==> config.mk <==
export PLATFORM = sky130hd
export DESIGN_NAME = trig_pattern_unit
export DESIGN_NICKNAME = d
export VERILOG_FILES = /design/src/rtl/trg_pkg.sv /design/src/rtl/trg_chan_cond.sv /design/src/rtl/trg_pattern_lut.sv /design/src/rtl/trig_pattern_unit.sv
export SDC_FILE = /design/constraint.sdc
export NUM_CORES = 1
export LEC_CHECK = 0
export ABC_AREA = 1
export BUFFER_PORTS_ARGS = -buffer_cell sky130_fd_sc_hd__buf_2
export CAP_MARGIN = 40
export CORE_UTILIZATION = 51
export CTS_BUF_LIST = sky130_fd_sc_hd__clkbuf_16
export CTS_CLUSTER_DIAMETER = 30
export DETAILED_ROUTE_END_ITERATION = 16
export GPL_TIMING_DRIVEN = 0
export PLACE_DENSITY = 0.82
export SLEW_MARGIN = 20
export SYNTH_ARGS = -nofsm -noshare
export SYNTH_HDL_FRONTEND = slang
export SYNTH_SLANG_ARGS = --single-unit
export TNS_END_PERCENT = 10
==> constraint.sdc <==
create_clock -name clk -period 1.95 [get_ports clk]
set_input_delay 0.0975 -clock clk [delete_from_list [all_inputs] [get_ports clk]]
set_output_delay 0.0975 -clock clk [all_outputs]
set_load 0.03 [all_outputs]
==> src/rtl/trg_pkg.sv <==
package trg_pkg;
    localparam int NUM_IN     = 6;
    localparam int WORD_W     = 32;
    localparam int PAT_W      = 1 << NUM_IN;
    localparam int CNT_W      = 5;

    localparam logic [WORD_W-1:0] PAT_HI_RST = 32'hFFFF_FFFF;
    localparam logic [WORD_W-1:0] PAT_LO_RST = 32'hFFFE_FFFE;

    typedef struct packed {
        logic [PAT_W-1:0] pat;
        logic             lvl;
        logic             trig;
    } lut_st_t;
endpackage

==> src/rtl/trg_chan_cond.sv <==
module trg_chan_cond #(
    parameter int CW = 5
) (
    input  logic          clk,
    input  logic          rst_n,
    input  logic          in_i,
    input  logic [CW-1:0] delay_i,
    input  logic [CW-1:0] stretch_i,
    output logic          level_o
);
    typedef struct packed {
        logic          in_prev;
        logic [CW-1:0] dly;
        logic [CW-1:0] str;
    } chan_st_t;

    localparam logic [CW-1:0] ONE = CW'(1);

    chan_st_t st_d, st_q;
    logic     fall;
    logic     fire;

    always_comb begin
        st_d         = st_q;
        st_d.in_prev = in_i;
        fall         = st_q.in_prev & ~in_i;
        fire         = 1'b0;
        if (st_q.dly != '0) begin
            st_d.dly = st_q.dly - ONE;
        end
        if (st_q.dly == ONE) begin
            fire = 1'b1;
        end
        if (fall) begin
            if (delay_i == '0) begin
                fire = 1'b1;
            end else begin
                st_d.dly = delay_i;
            end
        end
        if (fire) begin
            st_d.str = stretch_i;
        end else if (st_q.str != '0) begin
            st_d.str = st_q.str - ONE;
        end
    end

    always_ff @(posedge clk or negedge rst_n) begin
        if (!rst_n) begin
            st_q <= '0;
        end else begin
            st_q <= st_d;
        end
    end

    assign level_o = (st_q.str != '0);

    // with no pending delay, no level and no falling edge, the level stays low
    a_r2_no_edge_no_level: assert property (@(posedge clk) disable iff (!rst_n)
        (st_q.dly == '0 && st_q.str == '0 && !fall) |=> !level_o);

    // an expiring delay starts the stretch
    a_r4_delay_starts: assert property (@(posedge clk) disable iff (!rst_n)
        (st_q.dly == ONE && stretch_i != '0) |=> level_o);

    // an undelayed edge reloads the full stretch count
    a_r5_reload: assert property (@(posedge clk) disable iff (!rst_n)
        (fall && delay_i == '0) |=> (st_q.str == $past(stretch_i)));

    // without a reload the stretch counts down by one
    a_r3_count_down: assert property (@(posedge clk) disable iff (!rst_n)
        (st_q.str != '0 && !fall && st_q.dly != ONE) |=> (st_q.str == $past(st_q.str) - ONE));
endmodule

==> src/rtl/trg_pattern_lut.sv <==
module trg_pattern_lut
    import trg_pkg::*;
(
    input  logic              clk,
    input  logic              rst_n,
    input  logic [NUM_IN-1:0] idx_i,
    input  logic              hi_we,
    input  logic              lo_we,
    input  logic [WORD_W-1:0] wdata,
    output logic              lvl_o,
    output logic              trig_o
);
    localparam int HI_LSB = PAT_W - WORD_W;

    lut_st_t st_d, st_q;
    logic    hit;

    always_comb begin
        st_d = st_q;
        hit  = st_q.pat[idx_i];
        if (hi_we) begin
            st_d.pat[PAT_W-1:HI_LSB] = wdata;
        end
        if (lo_we) begin
            st_d.pat[WORD_W-1:0] = wdata;
        end
        st_d.lvl  = hit;
        st_d.trig = hit & ~st_q.lvl;
    end

    always_ff @(posedge clk or negedge rst_n) begin
        if (!rst_n) begin
            st_q.pat  <= {PAT_HI_RST, PAT_LO_RST};
            st_q.lvl  <= 1'b0;
            st_q.trig <= 1'b0;
        end else begin
            st_q <= st_d;
        end
    end

    assign lvl_o  = st_q.lvl;
    assign trig_o = st_q.trig;

    // the trigger pulse lasts one cycle
    a_r11_one_cycle: assert property (@(posedge clk) disable iff (!rst_n)
        trig_o |=> !trig_o);

    // a pulse only accompanies a high lookup level
    a_r11_with_level: assert property (@(posedge clk) disable iff (!rst_n)
        trig_o |-> lvl_o);

    // a lower-word write lands in the pattern
    a_r10_lo_write: assert property (@(posedge clk) disable iff (!rst_n)
        lo_we |=> (st_q.pat[WORD_W-1:0] == $past(wdata)));

    // an upper-word write lands in the pattern
    a_r10_hi_write: assert property (@(posedge clk) disable iff (!rst_n)
        hi_we |=> (st_q.pat[PAT_W-1:HI_LSB] == $past(wdata)));
endmodule

==> src/rtl/trig_pattern_unit.sv <==
module trig_pattern_unit
    import trg_pkg::*;
#(
    parameter int CNT_W_P = CNT_W,
    localparam int CFG_W  = NUM_IN * CNT_W_P
) (
    input  logic              clk,
    input  logic              rst_n,
    input  logic [NUM_IN-1:0] in_i,
    input  logic [CFG_W-1:0]  delay_cfg,
    input  logic [CFG_W-1:0]  stretch_cfg,
    input  logic              pat_hi_we,
    input  logic              pat_lo_we,
    input  logic [WORD_W-1:0] pat_wdata,
    output logic [NUM_IN-1:0] cond_o,
    output logic              trig_lvl_o,
    output logic              trig_o
);
    logic [NUM_IN-1:0] cond;

    for (genvar g = 0; g < NUM_IN; g++) begin : g_chan
        trg_chan_cond #(
            .CW (CNT_W_P)
        ) u_chan (
            .clk       (clk),
            .rst_n     (rst_n),
            .in_i      (in_i[g]),
            .delay_i   (delay_cfg[g*CNT_W_P +: CNT_W_P]),
            .stretch_i (stretch_cfg[g*CNT_W_P +: CNT_W_P]),
            .level_o   (cond[g])
        );
    end

    trg_pattern_lut u_lut (
        .clk    (clk),
        .rst_n  (rst_n),
        .idx_i  (cond),
        .hi_we  (pat_hi_we),
        .lo_we  (pat_lo_we),
        .wdata  (pat_wdata),
        .lvl_o  (trig_lvl_o),
        .trig_o (trig_o)
    );

    assign cond_o = cond;

    // a pulse needs the lookup level to have been low the cycle before
    a_r11_rise_only: assert property (@(posedge clk) disable iff (!rst_n)
        $rose(trig_o) |-> $past(!trig_lvl_o));
endmodule

-- Yosys cells after proc, flatten, opt, wreduce, memory -nomap -nowiden
Cells that the tools add are included.
- bits in registers: 132
- output and inout port bits: 8
- logic and storage cells: 129
- $add $sub $neg: 12
- magnitude comparators: 1
- eq/ne operators: 6
- muxes and demuxes: 50
- bitwise logic cells: 14
- reductions and logical operators: 24
- operator list (cell ; number):
    5-bit two-way mux ; 30
    5-bit nonzero test ; 12
    5-bit by 1-bit subtractor with 5-bit output (second input constant) ; 12
    5-bit by 1-bit == test with 1-bit output (second input constant) ; 6
    5-bit zero test ; 6
    1-bit two-way mux ; 19
    2-bit nonzero test ; 6
    1-bit AND ; 7
    6-bit by 7-bit < comparator with 1-bit output (second input constant) ; 1
    1-bit NOT ; 7
    1-bit binary-select mux with 6-bit select ; 1

-- Depth between registers and ports, before layout
Gate-level depths: netlist of run 1.
- depth in word-level cells: 5
- mapped depth: 15
- depth with buffers taken out: 14

-- Cells and area by module
From an unflattened synthesis of run 1, not the netlist that was laid out.
- cell total of the unflattened synthesis: 827
- area, all modules: 7527.2 um^2
- by module, submodules not included (module ; times used ; cells each ; area each (um^2)):
    trg_chan_cond ; 6 ; 89 ; 716.9
    trg_pattern_lut ; 1 ; 293 ; 3225.6

-- Least setup slack after synthesis of run 1
No wires, ideal clock.
- path kind: register -> register
- from: register g_chan[1].u_chan.st_q[0] in the netlist's numbering
- to: register u_lut.st_q (netlist bit u_lut.trig_o)
- arrival time: 1.499 ns
- required time: 1.818 ns
- slack: 0.320 ns
- stages on the path, launching flop included: 13
- buffers on the path: 1
- period minus slack after synthesis: 1.630 ns
- cells stage by stage: dfrtp_1 -> inv_1 -> ha_1 -> nand2_1 -> nor2_8 -> buf_6 -> nand3_1 -> nand3_1 -> nand3_1 -> nand3_1 -> nand3_1 -> nand2_1 -> nor2_1
- RTL lines (what ; RTL line ; source):
    start, declared ; trg_chan_cond.sv:19 ; chan_st_t st_d, st_q;
    start signal, assigned ; trg_chan_cond.sv:52 ; st_q <= st_d;
    end signal, assigned ; trg_pattern_lut.sv:37 ; st_q <= st_d;
    end, declared ; trg_pattern_lut.sv:15 ; lut_st_t st_d, st_q;

==> impl_metrics.tcl, run 1 <==
set metrics [dict create \
    status "completed" \
    cts_sinks 132 \
    cts_buffer_depth 2 \
    avgSynthCellArea_um2 9.55 \
    p_per_area_nw_per_um2 1270 \
    setup_violations 0 \
    critPathArrivalTime_ps 2250 \
    skew_ps 4.68 \
    first_iter_violations 314 \
    r2r_slack_ps 30 \
    grt_max_degree 72 \
    track_usage_pct 25.3 \
    ioPinCount 110 \
    numPortBuffers 107 \
    timing.critical_path.buf_inv 3 \
    dieArea_um2 14500 \
    hpwl_mm 11.3 \
    final_nets 1103 \
    cpMaxStageDelayCell "dfrtp_1" \
    power.leakage_uw 0.00445 \
    startpoint_type "flop" \
    first_global_vias 6276 \
    crit_fanout 10 \
    die_x_um 121 \
    synth.distinct_cells 33 \
    wirelength_mm 17.6 \
    ys_seq_elements 132 \
    cts_tree "yes" \
    multiInputGateArea_um2 3300 \
    num_vias 6163 \
    initial_core_util_pct 53.3 \
    crit_top_cell "nand3_2" \
    peakVddDrop_mv 0.702 \
    finalMaxSlewViolations 0 \
    timing.fmax_ghz 0.521 \
    register_area_um2 3380 \
    fin_setup_tns_ps 0 \
    cts_root_buf "clkbuf_16" \
    hold_violations 0 \
    rr_startpoint "g_chan[0].u_chan.st_q[0]" \
    via_per_inst 5.31 \
    route.met3.wl_um 863 \
    syn_nets 882 \
    antenna_found_initial 0 \
    max-slew-margin-rel_pct 68.6 \
    crit_path_end_kind "flop" \
    r2r_end "u_lut.trig_o" \
    hp-start "stretch_cfg[15]" \
    core-area_um2 13500 \
    drive_gt1_share_pct 33.2 \
    yosysWarnings 0 \
    rsz0062_at_grt "true" \
    place_congestion 0.846 \
    tightestPinTransition_ps 471 \
    n_antenna_cell 0 \
    gr-total-overflow 0 \
    fin_util_pct 71.0 \
    ys_seq_area_share_pct 47.2 \
    clkLatencyLatePin_ps 410 \
    crit_start "g_chan[0].u_chan.st_q[0]" \
    final_cell_count_no_fill 1160 \
    clkTransAtPathRegs_ps 50 \
    cpPeakStageDelay_ps 400 \
    cp.depth 15 \
    worstHoldPathType "input pin to flop" \
    critPathTopFamily "simple AND/OR/NAND/NOR gates" \
    worstSetupEndpoint "u_lut.trig_o" \
    maxUsedRoutingLayer "met4" \
    dp_cells 1034 \
    fin_crit_sh_pct 98.5 \
    nFillCells 996 \
    htree_levels 4 \
    synthToLayoutAreaGrowth_pct 33.3 \
    first_pass_iters 4 \
    rows 42 \
    die_h_um 121 \
    ant_nets 0 \
    grt_pass1_wl_mm 28.8 \
    remaining_drc_errors 0 \
    cp_cell_sequence "inv_2 -> ha_1 -> inv_1 -> nor2_4 -> nand2_4 -> buf_6 -> nand2_1 -> o21ai_2 -> nand2_1 -> nand3_1 -> nand3_2 -> nand3_2 -> nand3_2 -> nand2_2 -> nor2_1" \
    reg2reg_depth 15 \
    holdWs_ps 14.5 \
    cts_made_buffers 17 \
    met1Wirelength_mm 7.42 \
    min_period_ps 1920 \
    synth.cell_area_um2 7170 \
    maxCapViolations 0 \
    post_drt_wl_per_cell_um 15.1 \
    worstSetupPathType "flop to flop" \
    cp.required_ps 2280 \
    dr_wl_met2_mm 8.87 \
    synth_cells 750 \
]
-- metrics by stage --
stage / total power, µW / setup slack, ps / area (µm²)
4_1_cts: 11900 / 5.68 / 9460
6_report: 12100 / 29.0 / 9550
5_1_grt: 12900 / -140 / 9550
3_3_place_gp: 8540 / -995 / 7920
2_1_floorplan: 7670 / 320 / 7170
3_5_place_dp: 8740 / 7.25 / 7960
-- placed cells by master (no fill, tap or decap), drive strengths merged --
cell           n
buf          140
xor2          19
a22o           6
o31ai          5
nor3          17
dfrtp         70
o211ai         6
xnor2         20
clkbuf        22
mux2          63
dfstp         62
nand3        114
nor3b          1
dlygate4sd3   93
a21oi         20
inv           85
bufinv         1
o21ai         25
mux2i          6
nand2        116
clkinv        13
o311ai         5
a211oi         2
nor2          30
o22ai         12
ha            30
clkinvlp       1
-- layout make-up --
| cell class | instances | share of cell area [%] |
|---|---|---|
| clock inverter | 13 | 0.891 |
| sequential | 132 | 35.4 |
| inverter | 87 | 3.42 |
| buffer | 34 | 2.53 |
| multi-input combinational | 497 | 34.5 |
| timing repair buffer | 202 | 16.0 |
| tap | 176 | 2.31 |
| clock buffer | 19 | 4.98 |
-- metal layers --
layer / up-vias / track usage [%]
met3: 42 / 5.42
met1: 2943 / 31.5
met2: 218 / 42.7
met5: - / 0
met4: 0 / 10.0
li1: 2960 / -
-- logic make-up after synthesis --
logic type / share of synthesized area (%)
xor+xnor: 4.77
simple gates: 17.5
fa+ha+maj: 5.24
compound gates: 6.95
mux: 10.7
buf+inv: 7.61
flops: 47.2
-- flip-flops by register name, summed over array words and instances, names as in the netlist --
register	count
g_chan.u_chan.st_q	66
u_lut.trig_o	1
u_lut.lvl_o	1
u_lut.st_q	64
-- report_power, final --
group	internal (µW)	switching, µW
clock	1860	1120
combinational	2160	2620
sequential	3680	658
-- cell usage after synthesis, drive strengths merged --
library cell | instances | share of area [%]
a21oi | 20 | 1.4
a211oi | 2 | 0.21
mux2 | 63 | 9.9
a22o | 6 | 0.73
nor3b | 1 | 0.10
inv | 85 | 4.5
buf | 32 | 3.0
xnor2 | 20 | 2.4
mux2i | 6 | 0.84
o21ai | 25 | 1.8
o22ai | 12 | 1.0
dfstp | 62 | 23
o31ai | 5 | 0.52
clkinv | 2 | 0.10
clkbuf | 2 | 0.10
dfrtp | 70 | 24
nand3 | 114 | 8.0
ha | 30 | 5.2
o211ai | 6 | 0.63
xor2 | 19 | 2.3
nand2 | 116 | 6.2
o311ai | 5 | 0.61
nor2 | 30 | 2.1
nor3 | 17 | 1.2
-- what timing repair did --
action,CTS,global route
setup buffers,0,1
hold endpoints to repair,185,0
resized for setup,2,24
setup endpoints to repair,2,6
hold buffers,93,0
pin swaps,1,6
-- worst reg2reg max path, delay by kind of cell (launching register included) --
kind / cells / cell delay, ps
adders and majority gates: 1 / 140
buffers and inverters: 3 / 300
AOI/OAI and AO/OA: 1 / 70
DFF: 1 / 400
and+or+nand+nor: 10 / 950
-- worst min path at each step --
stage / endpoint / slack, ps / depth (start not counted)
4_1_cts: g_chan[3].u_chan.st_q[0] / 2 / 5
6_report: g_chan[3].u_chan.st_q[0] / 10 / 5
3_3_place_gp: g_chan[1].u_chan.st_q[10] / 220 / 1
5_1_grt: g_chan[3].u_chan.st_q[0] / 20 / 5
2_1_floorplan: g_chan[0].u_chan.st_q[0] / -200 / 0
3_5_place_dp: g_chan[0].u_chan.st_q[8] / 60 / 1
Note: power is estimated with default switching activity, not from simulation.
==> run 2: changes to the inputs <==
- BUFFER_PORTS_ARGS: -buffer_cell sky130_fd_sc_hd__buf_2 -> not set
- CORE_MARGIN: not set -> 10
- DONT_BUFFER_PORTS: not set -> 1
- PLACE_DENSITY: 0.82 -> 0.75
==> impl_metrics.tcl, run 2 (synthesis gave the netlist of run 1 again) <==
set metrics [dict create \
    status "finished, violations left" \
    violations "negative hold slack" \
    die_h_um 139 \
    die_x_um 139 \
    worstHoldPathType "input pin to async pin" \
    min_period_ps 1880 \
    num_vias 5578 \
    largest-register "g_chan.u_chan.st_q" \
    maxCapViolations 0 \
    drive_gt1_share_pct 23.9 \
    p_per_area_nw_per_um2 1290 \
    first_pass_iters 5 \
    hold_violations 132 \
    pre_cts_slack_ps -0.739 \
    fin_crit_sh_pct 96.5 \
    post_drt_wl_per_cell_um 15.9 \
    tightestPinTransition_ps 427 \
    rows 43 \
    largest_register_ffs 66 \
    dieArea_um2 19200 \
    power.leakage_uw 0.00405 \
    htree_levels 4 \
    cts_made_buffers 17 \
    final_cell_mix "114 x nand2_1, 107 x nand3_1, 98 x dlygate4sd3_1, 80 x inv_1, 70 x dfrtp_1" \
    placed_area_um2 7390 \
    wirelength_mm 17.0 \
    cp_cell_sequence "inv_2 -> ha_1 -> inv_1 -> nor2_4 -> nand2_4 -> buf_4 -> nand2_1 -> nand3_1 -> nand3_1 -> nand3_1 -> nand3_1 -> nand3_2 -> nand2_2 -> nor2_1" \
    crit_path_end_kind "flop" \
    timing.fmax_ghz 0.531 \
    via_per_inst 5.23 \
    final_common_cell "nand2_1" \
    cts_root_buf "clkbuf_16" \
    holdWs_ps -621 \
    first_global_vias 5848 \
    nFillCells 1098 \
    fin_setup_tns_ps 0 \
    skew_ps 9.25 \
    cp.required_ps 2230 \
    crit_fanout 10 \
    initial_core_util_pct 51.8 \
    cpPeakStageDelay_ps 400 \
    max-slew-margin-rel_pct 71.5 \
    setup_ws_ps 68.0 \
    numPortBuffers 0 \
    synthToLayoutAreaGrowth_pct 25.2 \
    clkTransAtPathRegs_ps 60 \
    gr-total-overflow 0 \
    clkLatencyLatePin_ps 420 \
    final_area_um2 8970 \
    cts_tree "yes" \
    cts_hold_buffers 98 \
    track_usage_pct 17.7 \
    antenna_found_initial 3 \
    ant_nets 0 \
    register_area_um2 3380 \
    final_nets 1002 \
    worstSetupPathType "flop to flop" \
    remaining_drc_errors 0 \
    setup_violations 0 \
    total_power_uw 11600 \
    crit_top_cell "nand3_1" \
    cts_sinks 132 \
    hpwl_mm 11.5 \
    cpMaxStageDelayCell "dfrtp_1" \
    cts_buffer_depth 2 \
    startpoint_type "flop" \
    multiInputGateArea_um2 3280 \
    ioPinCount 110 \
    place_congestion 0.858 \
    peakVddDrop_mv 0.911 \
    grt_pass1_wl_mm 28.2 \
    first_iter_violations 294 \
    core-area_um2 13800 \
    critPathArrivalTime_ps 2170 \
    grt_max_degree 133 \
    top_regs "g_chan.u_chan.st_q x66, u_lut.st_q x64" \
    finalMaxSlewViolations 0 \
    rsz0062_at_grt "true" \
]
[run 2: cell types whose count changed in the layout (fill, tap and decap cells not counted), moves of 2 or more]
| cell | change |
|---|---|
| buf_6 | -2 |
| buf_2 | -104 |
| clkinv_1 | -4 |
| clkbuf_16 | -2 |
| inv_2 | -3 |
| buf_4 | +3 |
| inv_1 | +10 |
| diode_2 | +3 |
| nand3_1 | +2 |
| nand3_2 | -2 |
| dlygate4sd3_1 | +5 |
[run 2: cell type report]
cell class | count | share of cell area [%]
clock inverter | 15 | 1.02
buffer | 34 | 2.58
inverter | 87 | 3.64
antenna | 3 | 0.0837
tap | 180 | 2.51
sequential | 132 | 37.7
clock buffer | 17 | 4.74
multi-input combinational | 497 | 36.6
timing repair buffer | 101 | 11.2
[run 2: what timing repair did]
item	4_1_cts	5_1_grt
buffers inserted	0	3
hold endpoints to repair	262	132
resized for setup	0	15
pin swaps	1	2
setup endpoints to repair	1	3
[run 2: power by group]
group | total (µW) | leakage, µW | switching (µW) | internal (µW)
logic | 4410 | 0.00229 | 2370 | 2050
registers | 4360 | 0.00148 | 673 | 3680
clock network | 2810 | 0.000280 | 1110 | 1690
total | 11600 | 0.00405 | 4150 | 7420
[run 2: worst paths after layout]
check	slack [ps]	depth (start not counted)	from	to
max	70	14	g_chan[0].u_chan.st_q[0]	u_lut.trig_o
min	-620	0	rst_n	g_chan[4].u_chan.st_q[7]
max reg2reg	70	14	g_chan[0].u_chan.st_q[0]	u_lut.trig_o
min reg2reg	490	2	u_lut.st_q[25]	u_lut.st_q[25]
max in group asynchronous	2290	0	rst_n	u_lut.st_q[14]
min in group clk	70	5	delay_cfg[7]	g_chan[1].u_chan.st_q[6]
[run 2: critical path: cells and delay by family, from the launching register on]
family                     cells  cell delay, ps
adders and majority gates      1             140
and+or+nand+nor               10             870
buffers and inverters          3             330
DFF                            1             400
[run 2: through the flow]
stage               std cells  util [%]
CTS                      1060      64.3
global route             1066      64.9
global placement          930      53.5
detailed placement        930      53.5
floorplan                 750         -
finish                   1066      64.9
[run 2: layer usage]
layer | share of wire [%] | global-route usage, % | routed length, µm | vias to the layer above
met5 | 0 | 0 | 0 | -
met4 | 1.6 | 5.60 | 263 | 0
met3 | 5.1 | 5.00 | 863 | 25
met2 | 50 | 29.7 | 8470 | 119
met1 | 43 | 21.3 | 7370 | 2685
li1 | - | - | - | 2749
